--- src/rtl/smc_pkg.sv ---
package smc_pkg;

  // Per-bank configuration, MSB first; layout is visible at the cfg_word port.
  typedef struct packed {
    logic       wide;     // 1: 16-bit items
    logic       page_en;  // four-beat page reads
    logic [3:0] t_page;   // later page beat length (0 means 1)
    logic [3:0] t_ahold;  // address hold after chip-select release
    logic [3:0] t_chold;  // chip-select hold after strobe release
    logic [3:0] t_csu;    // chip-select setup before strobe
    logic [3:0] t_asu;    // address setup before chip-select
    logic [4:0] t_acc;    // access length minus one
  } bank_cfg_t;

  localparam int CFG_W = $bits(bank_cfg_t);
  localparam int CNT_W = 6;

  typedef enum logic [2:0] {
    PH_IDLE,
    PH_ASU,
    PH_CSU,
    PH_ACC,
    PH_PAGE,
    PH_CHO,
    PH_AHO
  } phase_e;

endpackage

--- src/rtl/smc_cfg_regs.sv ---
module smc_cfg_regs
  import smc_pkg::*;
#(
  parameter int NUM_BANKS = 4,
  localparam int BANK_W = (NUM_BANKS > 1) ? $clog2(NUM_BANKS) : 1
) (
  input  logic              clk,
  input  logic              rst_n,
  input  logic              wr_en,
  input  logic [BANK_W-1:0] wr_bank,
  input  bank_cfg_t         wr_cfg,
  input  logic [BANK_W-1:0] rd_bank,
  output bank_cfg_t         rd_cfg
);

  bank_cfg_t regs_q [NUM_BANKS];

  always_ff @(posedge clk or negedge rst_n) begin
    if (!rst_n) begin
      for (int b = 0; b < NUM_BANKS; b++) regs_q[b] <= '0;
    end else if (wr_en) begin
      for (int b = 0; b < NUM_BANKS; b++)
        if (wr_bank == BANK_W'(b)) regs_q[b] <= wr_cfg;
    end
  end

  assign rd_cfg = regs_q[rd_bank];

endmodule

--- src/rtl/smc_phase_ctl.sv ---
module smc_phase_ctl
  import smc_pkg::*;
#(
  parameter int NUM_BANKS = 4,
  parameter int OFS_W     = 16,
  localparam int BANK_W = (NUM_BANKS > 1) ? $clog2(NUM_BANKS) : 1
) (
  input  logic              clk,
  input  logic              rst_n,
  input  logic              start,
  input  logic              start_wr,
  input  logic [BANK_W-1:0] start_bank,
  input  logic [OFS_W-1:0]  start_ofs,
  input  bank_cfg_t         start_cfg,
  output phase_e            phase_o,
  output logic [1:0]        beat_o,
  output logic [BANK_W-1:0] bank_o,
  output logic [OFS_W-1:0]  ofs_o,
  output logic              wr_o,
  output bank_cfg_t         cfg_o,
  output logic              beat_end_o
);

  phase_e            phase_q, first_ph, next_ph;
  logic [CNT_W-1:0]  cnt_q;
  logic [1:0]        beat_q;
  logic [BANK_W-1:0] bank_q;
  logic [OFS_W-1:0]  ofs_q;
  logic              wr_q;
  bank_cfg_t         cfg_q;

  function automatic logic [CNT_W-1:0] ph_len(phase_e p, bank_cfg_t c);
    case (p)
      PH_ASU:  return CNT_W'(c.t_asu);
      PH_CSU:  return CNT_W'(c.t_csu);
      PH_ACC:  return CNT_W'(c.t_acc) + CNT_W'(1);
      PH_PAGE: return (c.t_page == 4'd0) ? CNT_W'(1) : CNT_W'(c.t_page);
      PH_CHO:  return CNT_W'(c.t_chold);
      PH_AHO:  return CNT_W'(c.t_ahold);
      default: return CNT_W'(1);
    endcase
  endfunction

  function automatic phase_e ph_succ(phase_e p, bank_cfg_t c, logic wr, logic [1:0] bt);
    case (p)
      PH_IDLE: return PH_ASU;
      PH_ASU:  return PH_CSU;
      PH_CSU:  return PH_ACC;
      PH_ACC, PH_PAGE:
        return (!wr && c.page_en && bt != 2'd3) ? PH_PAGE : PH_CHO;
      PH_CHO:  return PH_AHO;
      default: return PH_IDLE;
    endcase
  endfunction

  // Skip phases whose programmed length is zero (at most three in a row).
  function automatic phase_e ph_live(phase_e p, bank_cfg_t c, logic wr, logic [1:0] bt);
    phase_e q;
    q = p;
    for (int i = 0; i < 3; i++)
      if (q != PH_IDLE && ph_len(q, c) == '0) q = ph_succ(q, c, wr, bt);
    return q;
  endfunction

  always_comb begin
    first_ph = ph_live(PH_ASU, start_cfg, start_wr, 2'd0);
    next_ph  = ph_live(ph_succ(phase_q, cfg_q, wr_q, beat_q), cfg_q, wr_q, beat_q);
  end

  always_ff @(posedge clk or negedge rst_n) begin
    if (!rst_n) begin
      phase_q <= PH_IDLE;
      cnt_q   <= '0;
      beat_q  <= '0;
      bank_q  <= '0;
      ofs_q   <= '0;
      wr_q    <= 1'b0;
      cfg_q   <= '0;
    end else if (phase_q == PH_IDLE) begin
      if (start) begin
        phase_q <= first_ph;
        cnt_q   <= ph_len(first_ph, start_cfg) - CNT_W'(1);
        beat_q  <= '0;
        bank_q  <= start_bank;
        ofs_q   <= start_ofs;
        wr_q    <= start_wr;
        cfg_q   <= start_cfg;
      end
    end else if (cnt_q == '0) begin
      phase_q <= next_ph;
      cnt_q   <= ph_len(next_ph, cfg_q) - CNT_W'(1);
      if (next_ph == PH_PAGE) beat_q <= beat_q + 2'd1;
    end else begin
      cnt_q <= cnt_q - CNT_W'(1);
    end
  end

  assign phase_o    = phase_q;
  assign beat_o     = beat_q;
  assign bank_o     = bank_q;
  assign ofs_o      = ofs_q;
  assign wr_o       = wr_q;
  assign cfg_o      = cfg_q;
  assign beat_end_o = (phase_q == PH_ACC || phase_q == PH_PAGE) && cnt_q == '0;

endmodule

--- src/rtl/smc_pin_drive.sv ---
module smc_pin_drive
  import smc_pkg::*;
#(
  parameter int NUM_BANKS = 4,
  parameter int OFS_W     = 16,
  parameter int DATA_W    = 16,
  localparam int BANK_W = (NUM_BANKS > 1) ? $clog2(NUM_BANKS) : 1
) (
  input  phase_e             phase,
  input  logic [1:0]         beat,
  input  logic [BANK_W-1:0]  bank,
  input  logic [OFS_W-1:0]   ofs,
  input  logic               wr,
  input  logic               wide,
  input  logic [DATA_W-1:0]  wdata_q,
  output logic [NUM_BANKS-1:0] cs_n,
  output logic               oe_n,
  output logic               we_n,
  output logic [OFS_W-1:0]   addr,
  output logic [DATA_W-1:0]  wdata,
  output logic               data_oe
);

  logic cs_on, strobe_on, busy;
  logic [OFS_W-1:0] beat_ofs;

  assign busy      = (phase != PH_IDLE);
  assign cs_on     = (phase == PH_CSU) || (phase == PH_ACC) ||
                     (phase == PH_PAGE) || (phase == PH_CHO);
  assign strobe_on = (phase == PH_ACC) || (phase == PH_PAGE);

  for (genvar b = 0; b < NUM_BANKS; b++) begin : g_cs
    assign cs_n[b] = !(cs_on && bank == BANK_W'(b));
  end

  assign oe_n = !(strobe_on && !wr);
  assign we_n = !(strobe_on && wr);

  assign beat_ofs = wide ? OFS_W'({beat, 1'b0}) : OFS_W'(beat);
  assign addr     = busy ? ofs + beat_ofs : '0;
  assign data_oe  = busy && wr;
  assign wdata    = data_oe ? wdata_q : '0;

endmodule

--- src/rtl/smc_bank_seq.sv ---
module smc_bank_seq
  import smc_pkg::*;
#(
  parameter int NUM_BANKS = 4,
  parameter int OFS_W     = 16,
  parameter int DATA_W    = 16,
  localparam int BANK_W = (NUM_BANKS > 1) ? $clog2(NUM_BANKS) : 1,
  localparam int HALF_W = DATA_W / 2
) (
  input  logic                 clk,
  input  logic                 rst_n,
  input  logic                 cfg_we,
  input  logic [BANK_W-1:0]    cfg_bank,
  input  logic [CFG_W-1:0]     cfg_word,
  input  logic                 req_valid,
  output logic                 req_ready,
  input  logic                 req_write,
  input  logic [BANK_W-1:0]    req_bank,
  input  logic [OFS_W-1:0]     req_offset,
  input  logic [DATA_W-1:0]    req_wdata,
  output logic                 rsp_valid,
  output logic [DATA_W-1:0]    rsp_data,
  output logic [NUM_BANKS-1:0] mem_cs_n,
  output logic                 mem_oe_n,
  output logic                 mem_we_n,
  output logic [OFS_W-1:0]     mem_addr,
  output logic [DATA_W-1:0]    mem_wdata,
  output logic                 mem_data_oe,
  input  logic [DATA_W-1:0]    mem_rdata
);

  bank_cfg_t         sel_cfg, act_cfg;
  phase_e            phase;
  logic [1:0]        beat;
  logic [BANK_W-1:0] act_bank;
  logic [OFS_W-1:0]  act_ofs;
  logic              act_wr, beat_end, accept;
  logic [DATA_W-1:0] wdata_q, rsp_data_q;
  logic              rsp_valid_q;

  assign req_ready = (phase == PH_IDLE);
  assign accept    = req_valid && req_ready;

  smc_cfg_regs #(.NUM_BANKS(NUM_BANKS)) u_cfg (
    .clk     (clk),
    .rst_n   (rst_n),
    .wr_en   (cfg_we),
    .wr_bank (cfg_bank),
    .wr_cfg  (bank_cfg_t'(cfg_word)),
    .rd_bank (req_bank),
    .rd_cfg  (sel_cfg)
  );

  smc_phase_ctl #(.NUM_BANKS(NUM_BANKS), .OFS_W(OFS_W)) u_ctl (
    .clk        (clk),
    .rst_n      (rst_n),
    .start      (accept),
    .start_wr   (req_write),
    .start_bank (req_bank),
    .start_ofs  (req_offset),
    .start_cfg  (sel_cfg),
    .phase_o    (phase),
    .beat_o     (beat),
    .bank_o     (act_bank),
    .ofs_o      (act_ofs),
    .wr_o       (act_wr),
    .cfg_o      (act_cfg),
    .beat_end_o (beat_end)
  );

  smc_pin_drive #(.NUM_BANKS(NUM_BANKS), .OFS_W(OFS_W), .DATA_W(DATA_W)) u_pins (
    .phase   (phase),
    .beat    (beat),
    .bank    (act_bank),
    .ofs     (act_ofs),
    .wr      (act_wr),
    .wide    (act_cfg.wide),
    .wdata_q (wdata_q),
    .cs_n    (mem_cs_n),
    .oe_n    (mem_oe_n),
    .we_n    (mem_we_n),
    .addr    (mem_addr),
    .wdata   (mem_wdata),
    .data_oe (mem_data_oe)
  );

  always_ff @(posedge clk or negedge rst_n) begin
    if (!rst_n) begin
      wdata_q     <= '0;
      rsp_valid_q <= 1'b0;
      rsp_data_q  <= '0;
    end else begin
      if (accept)
        wdata_q <= sel_cfg.wide ? req_wdata
                                : {{(DATA_W-HALF_W){1'b0}}, req_wdata[HALF_W-1:0]};
      rsp_valid_q <= beat_end && !act_wr;
      if (beat_end && !act_wr)
        rsp_data_q <= act_cfg.wide ? mem_rdata
                                   : {{(DATA_W-HALF_W){1'b0}}, mem_rdata[HALF_W-1:0]};
    end
  end

  assign rsp_valid = rsp_valid_q;
  assign rsp_data  = rsp_data_q;

endmodule

--- config.mk ---
export PLATFORM = sky130hd
export DESIGN_NAME = smc_bank_seq
export DESIGN_NICKNAME = d
export VERILOG_FILES = /design/src/rtl/smc_pkg.sv /design/src/rtl/smc_cfg_regs.sv /design/src/rtl/smc_phase_ctl.sv /design/src/rtl/smc_pin_drive.sv /design/src/rtl/smc_bank_seq.sv
export SDC_FILE = /design/constraint.sdc
export NUM_CORES = 1
export LEC_CHECK = 0
export ABC_CLOCK_PERIOD_IN_PS = 6600
export CORE_MARGIN = 1
export CORE_UTILIZATION = 55
export CTS_BUF_LIST = sky130_fd_sc_hd__clkbuf_4
export DETAILED_ROUTE_END_ITERATION = 7
export DONT_BUFFER_PORTS = 1
export GPL_ROUTABILITY_DRIVEN = 0
export GPL_TIMING_DRIVEN = 0
export PLACE_DENSITY = 0.7
export SETUP_SLACK_MARGIN = 0.5
export SLEW_MARGIN = 20
export SYNTH_ARGS = -nofsm -noshare
export SYNTH_HDL_FRONTEND = slang
export SYNTH_HIERARCHICAL = 1
export SYNTH_SLANG_ARGS = --single-unit
export TNS_END_PERCENT = 30
--- constraint.sdc ---
create_clock -name clk -period 6.6 [get_ports clk]
set_input_delay 0.33 -clock clk [delete_from_list [all_inputs] [get_ports clk]]
set_output_delay 0.33 -clock clk [all_outputs]
set_load 0.02 [all_outputs]
# ---- After elaboration in Yosys (flattened, before gate mapping)
# Index checks and enable logic that the tools add are counted.
dict set report classes {
  n_addsub 7
  order_cmp 1
  n_eq_ne 55
  muxes 45
  bitwise_logic 1
  n_reduce_logical 68
}
# operator n
set op_table {}
lappend op_table {{$pmux 6 s6} 7}
lappend op_table {{$pmux 3 s5} 6}
lappend op_table {{$eq 3x3->1 const B} 23}
lappend op_table {{$mux 16} 4}
lappend op_table {{$bmux 27 s2} 1}
lappend op_table {{$mux 27} 2}
lappend op_table {{$eq 3x2->1 const B} 16}
lappend op_table {{$logic_not 6->1} 7}
lappend op_table {{$mux 6} 7}
lappend op_table {{$mux 3} 9}
lappend op_table {{$eq 3x1->1 const B} 8}
lappend op_table {{$logic_and 1x1->1} 18}
lappend op_table {{$logic_not 3->1} 6}
lappend op_table {{$reduce_bool 3->1} 6}
lappend op_table {{$sub 6x1->6 const B} 3}
lappend op_table {{$add 16x16->16} 1}
lappend op_table {{$add 5x1->6 const B} 2}
lappend op_table {{$reduce_and 2->1} 6}
lappend op_table {{$reduce_or 2->1} 6}
lappend op_table {{$mux 2} 5}
lappend op_table {{$eq 2x2->1 const B} 4}
lappend op_table {{$logic_not 1->1} 8}
lappend op_table {{$logic_not 4->1} 2}
lappend op_table {{$mux 4} 2}
lappend op_table {{11 further kinds} 18}
dict set report totals {
  ff_bits 198
  input_bits 84
  output_inout_bits 57
  wordCells 226
}

# ---- Depth between registers and ports, before layout
# Gate-level depths: netlist (run 1).
dict set report logic_depth {
  word_depth 27
  mapped_depth 21
  ltp_nobuf 19
}

# ---- Cells and area by module
# The synthesis (run 1) kept the hierarchy.
# mod n_inst cells_per_inst area_each_um2 seq_area_each_um2
set by_module_without_submodules {}
lappend by_module_without_submodules {smc_cfg_regs 1 264 5078.6 2702.6}
lappend by_module_without_submodules {smc_phase_ctl 1 493 3897.5 1426.4}
lappend by_module_without_submodules {smc_bank_seq 1 105 1357.6 825.8}
lappend by_module_without_submodules {smc_pin_drive 1 101 658.1 0.0}

# ---- Least setup slack after synthesis (run 1)
# OpenSTA, ideal clock, no wires.
dict set report synth_path {
  path_kind {input to register}
  startpoint {input port req_bank[0]}
  endpoint {register u_ctl.cnt_q[4]}
  setup_time_ns 0.082
  arrival_time_ns 5.085
  required_time_ns 6.518
  setup_slack_ns 1.434
  stages 20
  n_path_buf 2
  cell_sequence {buf_6 > buf_6 > mux4_1 > nor4_1 > nand2_1 > inv_1 > ha_1 > and2_1 > o221ai_1 > a222oi_1 > mux2i_1 > mux2i_1 > o221ai_1 > a22o_1 > or3_1 > inv_2 > ha_1 > inv_1 > or4_1 > a31oi_1}
}
# item line_no
set synth_lines {}
lappend synth_lines {{from (decl)} smc_bank_seq.sv:18} ;# input logic [BANK_W-1:0] req_bank,
lappend synth_lines {{to (signal assigned)} smc_phase_ctl.sv:82} ;# cnt_q <= ph_len(first_ph, start_cfg) - CNT_W'(1);
lappend synth_lines {{to (signal assigned)} smc_phase_ctl.sv:91} ;# cnt_q <= ph_len(next_ph, cfg_q) - CNT_W'(1);
lappend synth_lines {{to (signal assigned)} smc_phase_ctl.sv:94} ;# cnt_q <= cnt_q - CNT_W'(1);
lappend synth_lines {{to (decl)} smc_phase_ctl.sv:25} ;# logic [CNT_W-1:0] cnt_q;

==> metrics.txt, run 1 <==
status=completed; combinational power share=54.0%; Power Dens Cells=approximately 450 nW/µm²; Reg2Reg Depth=18; crit path capture type=flop; First DRT Iteration DRCs=596; fmax=about 0.17 GHz; # clock sinks=198; GRT overflow=0; Flop pwr share=34.7%; number of global-route vias before repair=7725; port buffer count=0; Clk pwr share=11.2%; Mapped Avg Cell Area=11.4 µm²; register bit total from synthesis=198; ratio of final minimum period to clock period=around 89%; final count of hold timing violations=0; count leader, synth=dfrtp_1; Final ANT Viol Nets=0; initial antenna violation count=1; Setup violations, final=0; CP Launch Type=flop; CP Data Arrival Time=6.36 ns; worst vdd ir=roughly 0.26 mV; crit path kind=flop to flop; clk root buf=clkbuf_4; Cell Rows=51; final instance area=12400 µm²; Synth top area share=45.1%; Detailed Place HPWL=17700 µm; CP max stage delay=roughly 0.85 ns; RSZ-0062 raised after global routing=no; area post-placement=about 11000 µm²; skew final=just over 0.04 ns; worst flop-to-flop path endpoint=u_ctl/cnt_q[4]$_DFFE_PN0P_; Pleak=approximately 0.0057 µW; Mapped Area=11000 µm²; Net Sw Frac=around 47%; CTS buffer count=17; Main synth FF type=dfrtp_1; worst hold path depth=2; slowest CP cell=mux2i_1; internal cell power=2950 µW; DRC viols=0; clk_lat worst skew=0.59 ns; Die H=143 µm; Post-synth EDFFs=0; DRT Pass-1 Iters=5; Slew headroom=35.7%; Synth cell types=84; CP required=7.11 ns; fillers=1579; total track usage=25.8%; Setup TNS=0 ns; Max Cap Violations=0; Area Overhead vs Synth=13.1%; Synth warnings=6; CTS H-Tree Depth=4; die footprint=20600 µm²; sequential element share of the synthesized area=45.1%; core area=19500 µm²; Initial Util=56.3%; via count=7888; register area=4950 µm²; global-route wire length before repair=40700 µm; net switching power figure=about 2600 µW; Hold Path Origin=cfg_bank[1]; hold endpoint=u_cfg/regs_q[4]$_DFFE_PN0P_; dominant cells by area after synthesis=dfrtp_1, mux2_4, mux2_2; Hold WC Path Type=input pin to flop; Clock Pin Slew Worst Setup and Hold Paths=between 0.15 and 0.2 ns; Multi-input gate area=5570 µm²; TritonCTS clock tree=built; fraction of layout cells with a size suffix above 1=21.3%; CP Max Fanout=8; critical-path cell list=mux4_1, nor4_1, nand2_1, inv_1, ha_1, and2_1, o221ai_1, a222oi_1, mux2i_1, mux2i_1, o221ai_1, a22o_1, or3_1, inv_2, ha_1, inv_1, or4_1, a31oi_1; Setup Buffers After CTS=0; die width=143 µm; nets=approximately 1200; Worst R2R Start=u_cfg/regs_q[61]$_DFFE_PN0P_; Synthesized Nets=1058; final slew viol count=0; post-synth top area cell=dfrtp_1; R2R setup slack=0.75 ns; Vias/cell=5.88; pin count of the biggest net entering global routing=199; total wire length=about 26000 µm; minimum clock period=5.85 ns; WL per Instance=19.0 µm; clock tree buffer depth=2; Post-Synthesis Cells=963; fraction of registers with async set/reset=100%; top post-synthesis cells by count=dfrtp_1, nand2_1, mux2_2, mux2_4, nor2_1; I/O pin total=141; Worst-Margin Slew=0.937 ns
-- registers in the layout, summed over array words and instances (netlist names) --
| signal | flops |
|---|---|
| u_ctl/ofs_o | 16 |
| wdata_q | 16 |
| u_ctl/cnt_q | 6 |
| u_cfg/regs_q | 108 |
| u_ctl/bank_o | 2 |
| u_ctl/wr_o | 1 |
| rsp_data | 16 |
| u_ctl/cfg_o | 27 |
| u_ctl/beat_o | 2 |
| rsp_valid | 1 |
| u_ctl/phase_o | 3 |
-- worst max-delay path: cells and delay by family (launching register included) --
kind	cells	cell delay [ns]
AND/OR/NAND/NOR	5	1.80
AO/OA/AOI/OAI	5	1.22
flip-flops	1	0.41
multiplexers	3	1.74
buffers and inverters	3	0.26
adder cells (fa/ha/maj)	2	0.35
-- cell families (layout without fill, tap and decap cells) --
group           after synthesis  in the layout  share of synthesized area, %
other cells                   0              1                             0
fa+ha+maj                    11             11                          1.32
compound gates              114            114                          8.04
buf+inv                      72            184                          4.26
xor+xnor                     19             19                          1.51
mux                         178            178                          23.4
flops                       198            198                          45.1
simple gates                371            371                          16.4
-- stage by stage --
step | cells | utilization (%) | power (µW) | hold WS [ns] | setup slack [ns]
floorplan | 963 | - | 4170 | 0.0344 | 1.43
global placement | 1228 | 58.0 | 4780 | 0.0429 | 0.534
detailed placement | 1228 | 58.0 | 4820 | 0.0406 | 0.474
CTS | 1340 | 63.6 | 5520 | 0.0227 | 0.844
global route | 1341 | 63.7 | 5960 | 0.0161 | 0.511
finish | 1341 | 63.7 | 5580 | 0.0775 | 0.748
-- power by group through the flow --
stage,logic (µW),clock network (µW),registers [µW]
after CTS,2950,647,1930
final,3020,627,1940
after detailed placement,2860,0,1960
after floorplan,2330,0,1840
after global placement,2830,0,1950
after global routing,3280,695,1990
-- timing repair --
action,CTS,global route
endpoints found under the hold margin,357,0
hold buffers,80,0
setup endpoints to repair,0,1
gates resized for setup,0,1
-- final cells by class --
type | instances | area share (%)
repair buffers | 80 | 6.58
clock buffers | 17 | 1.03
diodes | 1 | 0.0201
well taps | 265 | 2.67
inverters | 25 | 0.755
flip-flops and latches | 198 | 39.8
multi-input cells | 693 | 44.8
plain buffers | 47 | 3.01
clock inverters | 15 | 1.27
-- metal layers --
metal  wire length (µm)  global-route usage, %  vias up
li1                   -                      -     3679
met1              11600                   36.0     3960
met2              12500                   42.0      224
met3               1200                   4.30       25
met4                291                   6.66        0
met5                  0                      0        -
-- layout by cell type (no fill, tap or decap), types with 6 or more instances in the layout --
cell type      netlist  final
dfrtp_1            198    198
nand2_1            189    189
dlygate4sd3_1        0     79
mux2_2              66     66
mux2_4              61     61
nor2_1              46     46
inv_1               23     23
mux2i_1             23     23
o21ai_0             22     22
and3_1              21     21
clkbuf_4             0     17
clkbuf_1            17     17
nor3_1              16     16
nand3_1             16     16
mux4_1              15     15
a21oi_1             15     15
xnor2_1             13     13
mux4_2              12     12
buf_6               10     10
ha_1                10     10
or3_1                9      9
nand2b_1             9      9
nor2b_1              8      8
nor4_1               8      8
and2_1               8      8
buf_2                7      7
a31oi_1              7      7
o221ai_1             7      7
buf_12               6      6
o211ai_1             6      6
xor2_1               6      6
-- worst max-delay path by stage --
stage | from | end | slack (ns) | depth (start not counted)
after global placement | req_bank[0] | u_ctl/cnt_q[4]$_DFFE_PN0P_ | 0.53 | 20
after detailed placement | req_bank[0] | u_ctl/cnt_q[4]$_DFFE_PN0P_ | 0.47 | 20
after global routing | u_cfg/regs_q[61]$_DFFE_PN0P_ | u_ctl/cnt_q[4]$_DFFE_PN0P_ | 0.51 | 18
final | u_cfg/regs_q[61]$_DFFE_PN0P_ | u_ctl/cnt_q[4]$_DFFE_PN0P_ | 0.75 | 18
after floorplan | req_bank[0] | u_ctl/cnt_q[4]$_DFFE_PN0P_ | 1.43 | 20
after CTS | u_cfg/regs_q[61]$_DFFE_PN0P_ | u_ctl/cnt_q[4]$_DFFE_PN0P_ | 0.84 | 18
(Power assumes the default switching activity.)
==> run 2, diff against run 1 <==
--- a/config.mk
+++ b/config.mk
@@ -13,8 +13,8 @@
 export DONT_BUFFER_PORTS = 1
 export GPL_ROUTABILITY_DRIVEN = 0
 export GPL_TIMING_DRIVEN = 0
-export PLACE_DENSITY = 0.7
-export SETUP_SLACK_MARGIN = 0.5
+export PLACE_DENSITY = 0.66
+export SETUP_SLACK_MARGIN = 0.3
 export SLEW_MARGIN = 20
 export SYNTH_ARGS = -nofsm -noshare
 export SYNTH_HDL_FRONTEND = slang
==> run 2 against run 1 <==
Final area rose by 0.21%. Die area did not move. Register-to-register slack improved by 0.07 ns. Cell count did not move. Fmax rose by 1.2%. Highest routed layer unchanged. Core utilization rose by 0.13 points. Worst setup slack improved by 0.068 ns.
==> metrics.txt, run 2 (synthesis gave the netlist of run 1 again) <==
status=completed; number of global-route vias before repair=7722; critical-path cell list=mux4_1, nor4_1, nand2_1, inv_1, ha_1, and2_1, o221ai_1, a222oi_1, mux2i_1, mux2i_1, o221ai_1, a22o_1, or3_1, inv_2, ha_1, inv_1, or4_1, a31oi_1; Hold WC Path Type=input pin to flop; Vias/cell=5.83; Area Overhead vs Synth=13.4%; crit path kind=flop to flop; Reg with most FFs=u_cfg/regs_q; register area=4950 µm²; skew final=0.0245 ns; met3 Track Usage GR=around 4.6%; fraction of layout cells with a size suffix above 1=approximately a fifth; final std cells w/o fill=1341; # clock sinks=198; port buffer count=0; clk_lat worst skew=0.59 ns; Final ANT Viol Nets=0; Worst-Margin Slew=1.02 ns; commonest non-fill, non-tap cell in the layout=dfrtp_1; clk root buf=clkbuf_4; core area=19500 µm²; placed cells=1228; met2 usage=41.6%; Multi-input gate area=about 5600 µm²; final slew viol count=0; GR Util met1=36.7%; CP max stage delay=0.76 ns; DRC viols=0; crit path capture type=flop; GRT overflow=0; RSZ-0062 raised after global routing=no; fillers=1589; Clock Pin Slew Worst Setup and Hold Paths=0.19 ns; Tot Pwr=around 5600 µW; DRT Pass-1 Iters=7; most frequent cells in the layout=dfrtp_1, nand2_1, dlygate4sd3_1; die width=143 µm; Setup Buffers After CTS=0; ratio of final minimum period to clock period=87.6%; Setup TNS=0 ns; WL per Instance=between 15 and 20 µm; CP Data Arrival Time=6.29 ns; clock tree buffer depth=2; die footprint=just over 20000 µm²; Slew headroom=32.1%; post-CTS resize count=0; initial antenna violation count=1; global-route wire length before repair=41000 µm; CTS H-Tree Depth=4; First DRT Iteration DRCs=583; Setup violations, final=0; TritonCTS clock tree=built; max reg flops=~110; minimum clock period=5.78 ns; total track usage=26.0%; worst vdd ir=0.332 mV; CP Launch Type=flop; Fin Hold WS=0.0704 ns; Detailed Place HPWL=17900 µm; CP required=7.11 ns; fmax=about 0.17 GHz; Die H=143 µm; slowest CP cell=mux2i_1; Pleak=0.00568 µW; via count=7818; CTS buffer count=17; Initial Util=56.3%; Max Cap Violations=0; Power Dens Cells=around 450 nW/µm²; nets=1157; I/O pin total=141; CP Max Fanout=8; pin count of the biggest net entering global routing=slightly below 200; Cell Rows=51; final count of hold timing violations=0; gr busiest metal=met2; total wire length=25800 µm
run 2: changes by cell type in the layout (fill, tap and decap cells not counted), sizes merged:
| cell | delta |
|---|---|
| clkinv | -1 |
| inv | -1 |
| bufinv | +2 |
run 2: worst max-delay path: cells and delay by family, from the launching register on:
| kind | cells | cell delay, ns |
|---|---|---|
| flops | 1 | 0.42 |
| mux | 3 | 1.66 |
| simple gates | 5 | 1.79 |
| buf+inv | 3 | 0.26 |
| fa+ha+maj | 2 | 0.34 |
| compound gates | 5 | 1.24 |
run 2: metal layers:
metal / share of wire [%] / routed length (µm)
met5: 0 / 0
met4: 0.93 / 240
met3: 4.5 / 1150
met2: 48 / 12300
met1: 47 / 12100
run 2: what timing repair did:
item                                    4_1_cts  5_1_grt
endpoints found under the setup margin        0        0
endpoints found under the hold margin       357        0
hold buffers                                 80        0
run 2: final timing paths:
kind / from / end / slack (ns) / cells after the start
max: u_cfg/regs_q[61]$_DFFE_PN0P_ / u_ctl/cnt_q[4]$_DFFE_PN0P_ / 0.82 / 18
min: cfg_bank[1] / u_cfg/regs_q[4]$_DFFE_PN0P_ / 0.07 / 2
max in group asynchronous: rst_n / u_ctl/cfg_o[19]$_DFFE_PN0P_ / 5.42 / 2
max reg2reg: u_cfg/regs_q[61]$_DFFE_PN0P_ / u_ctl/cnt_q[4]$_DFFE_PN0P_ / 0.82 / 18
min in group asynchronous: rst_n / u_cfg/regs_q[81]$_DFFE_PN0P_ / 0.40 / 2
min reg2reg: u_ctl/cfg_o[5]$_DFFE_PN0P_ / u_ctl/cfg_o[5]$_DFFE_PN0P_ / 0.51 / 2
run 2: metrics by stage:
| stage | setup slack (ns) | util, % | area (µm²) |
|---|---|---|---|
| 6_report | 0.816 | 63.8 | 12500 |
| 4_1_cts | 0.851 | 63.8 | 12500 |
| 2_1_floorplan | 1.43 | - | 11000 |
| 3_3_place_gp | 0.536 | 58.0 | 11300 |
| 3_5_place_dp | 0.534 | 58.0 | 11300 |
| 5_1_grt | 0.441 | 63.8 | 12500 |
run 2: layout make-up:
| type | instances | share of cell area (%) |
|---|---|---|
| Buffer | 47 | 3.00 |
| Clock buffer | 17 | 1.02 |
| Sequential cell | 198 | 39.8 |
| Clock inverter | 15 | 1.52 |
| Tap cell | 265 | 2.66 |
| Timing Repair Buffer | 80 | 6.57 |
| Antenna cell | 1 | 0.0201 |
| Inverter | 25 | 0.753 |
| Multi-Input combinational cell | 693 | 44.7 |
run 2: power breakdown:
part           switching (µW)  leakage, µW  internal [µW]
Sequential                364      0.00243           1570
Combinational            1800      0.00308           1210
Clock                     457     0.000169            242
==> run 3, diff against run 2 <==
--- a/config.mk
+++ b/config.mk
@@ -6,6 +6,7 @@
 export NUM_CORES = 1
 export LEC_CHECK = 0
 export ABC_CLOCK_PERIOD_IN_PS = 6600
+export CORE_ASPECT_RATIO = 1.25
 export CORE_MARGIN = 1
 export CORE_UTILIZATION = 55
 export CTS_BUF_LIST = sky130_fd_sc_hd__clkbuf_4
==> run 3 against run 2 <==
Cell count hardly changed. Register-to-register slack worse by 0.03 ns. Die area hardly changed. Count of clock-buffer cells in the layout is 1 higher. Combinational power hardly changed. Flip-flop and latch count stayed put. Largest power group unchanged. First-iteration DRC count is 8.7% lower.
==> metrics.txt, run 3 (synthesis gave the netlist of run 1 again) <==
pin count of the biggest net entering global routing=199; worst slack at placement=0.586 ns; ratio of final minimum period to clock period=88.2%; final slew viol count=0; DRC viols=0; Pleak=roughly 0.0057 µW; CP Launch Type=flop; Die H=160 µm; # clock sinks=~200; clk_lat worst skew=approximately 0.58 ns; critical-path cell list=ha_1, nor3b_1, o22ai_1, and4b_1, buf_6, a2111oi_4, nor2_2, xnor2_1, and4_1, o311ai_0, o21ai_0, o2111a_1, or3_1, inv_2, ha_1, inv_1, or4_1, a31oi_1; Clock Pin Slew Worst Setup and Hold Paths=around 0.17 ns; core area=19500 µm²; most frequent cells in the layout=dfrtp_1, nand2_1, dlygate4sd3_1; die footprint=20600 µm²; Most common cell on crit path=ha_1; worst vdd ir=0.231 mV; max reg flops=108; CTS buffer count=17; Setup violations, final=0; final count of hold timing violations=0; crit path kind=flop to flop; CP max stage delay=roughly 0.75 ns; I/O pin total=between 100 and 150; GR Util met1=33.0%; Setup TNS=0 ns; CTS H-Tree Depth=4; slowest CP cell=nor3b_1; First DRT Iteration DRCs=532; Worst-Margin Slew=1.02 ns; GRT overflow=0; Cell Rows=57; Fin Hold WS=0.0686 ns; number of global-route vias before repair=7973; fraction of layout cells with a size suffix above 1=21.2%; WL per Instance=19.3 µm; fmax=0.172 GHz; clk root buf=clkbuf_4; final instance area=12400 µm²; TritonCTS clock tree=built; DRT Pass-1 Iters=5; Max Cap Violations=0; Power Dens Cells=448 nW/µm²; Slew headroom=a little under a third; CP Data Arrival Time=around 6.3 ns; nets=1157; clock tree buffer depth=2; crit path capture type=flop; CP required=7.10 ns; skew final=0.0186 ns; RSZ-0062 raised after global routing=no; commonest non-fill, non-tap cell in the layout=dfrtp_1; Final ANT Viol Nets=0; CP Max Fanout=7; Reg with most FFs=u_cfg/regs_q; initial antenna violation count=1; area post-placement=11300 µm²; met3 Track Usage GR=between 4 and 5%; final setup margin=0.782 ns; minimum clock period=a little under 6 ns; gr busiest metal=met2; met2 usage=between 40% and 50%; status=completed; global-route wire length before repair=41400 µm; Area Overhead vs Synth=13.0%; total track usage=roughly a quarter; Detailed Place HPWL=17900 µm; via count=7869; total wire length=roughly 26000 µm; Initial Util=between 50% and 60%; port buffer count=0; Vias/cell=5.86; Hold WC Path Type=input pin to flop; die width=between 100 and 150 µm
run 3: cell count changes in the layout (fill, tap and decap cells not counted), sizes merged:
cell,previous run,this run
clkinvlp,1,2
clkbuf,35,36
bufinv,2,1
diode,1,2
clkinv,6,5
run 3: report_power, final:
group	leakage, µW	internal [µW]	switching [µW]
clock	0.000147	203	436
combinational	0.00308	1210	1790
sequential	0.00243	1570	353
total	0.00566	2990	2580
run 3: metal layers:
metal,share of wire (%),up-vias
met5,0,-
met4,2.6,0
met3,5.3,41
met2,50,283
met1,42,3862
li1,-,3683
run 3: final timing paths:
| check | startpoint | end | slack [ns] | cells after the start |
|---|---|---|---|---|
| max in group asynchronous | rst_n | u_cfg/regs_q[61]$_DFFE_PN0P_ | 5.34 | 2 |
| hold / removal | cfg_bank[1] | u_cfg/regs_q[20]$_DFFE_PN0P_ | 0.07 | 2 |
| setup reg to reg | u_ctl/beat_o[0]$_DFFE_PN0P_ | u_ctl/cnt_q[4]$_DFFE_PN0P_ | 0.78 | 18 |
| min in group asynchronous | rst_n | wdata_q[11]$_DFFE_PN0P_ | 0.45 | 2 |
| hold reg to reg | u_ctl/cfg_o[5]$_DFFE_PN0P_ | u_ctl/cfg_o[5]$_DFFE_PN0P_ | 0.51 | 2 |
| setup / recovery | u_ctl/beat_o[0]$_DFFE_PN0P_ | u_ctl/cnt_q[4]$_DFFE_PN0P_ | 0.78 | 18 |
run 3: what timing repair did:
action | in CTS | in global routing
gates resized for setup | 0 | 0
endpoints found under the hold margin | 357 | 0
setup buffers | 0 | 0
hold buffers | 80 | 0
run 3: layout make-up:
cell class / instances / area, µm²
Antenna cell: 2 / 5.00
Buffer: 47 / 374
Clock buffer: 18 / 135
Clock inverter: 14 / 143
Fill cell: 1624 / 7120
Inverter: 25 / 93.8
Multi-Input combinational cell: 693 / 5570
Sequential cell: 198 / 4950
Tap cell: 265 / 332
Timing Repair Buffer: 80 / 818
run 3: per-stage QoR:
stage,utilization (%),power [µW],cells
2_1_floorplan,-,4170,963
3_3_place_gp,57.9,4780,1228
3_5_place_dp,57.9,4820,1228
4_1_cts,63.6,5550,1340
5_1_grt,63.6,5950,1341
6_report,63.6,5560,1342
run 3: worst max-delay path: cells and delay by family, from the launching register on:
family | cells | cell delay, ns
compound gates | 6 | 2.13
simple gates | 6 | 2.31
buf+inv | 3 | 0.30
xor+xnor | 1 | 0.18
flops | 1 | 0.46
fa+ha+maj | 2 | 0.37
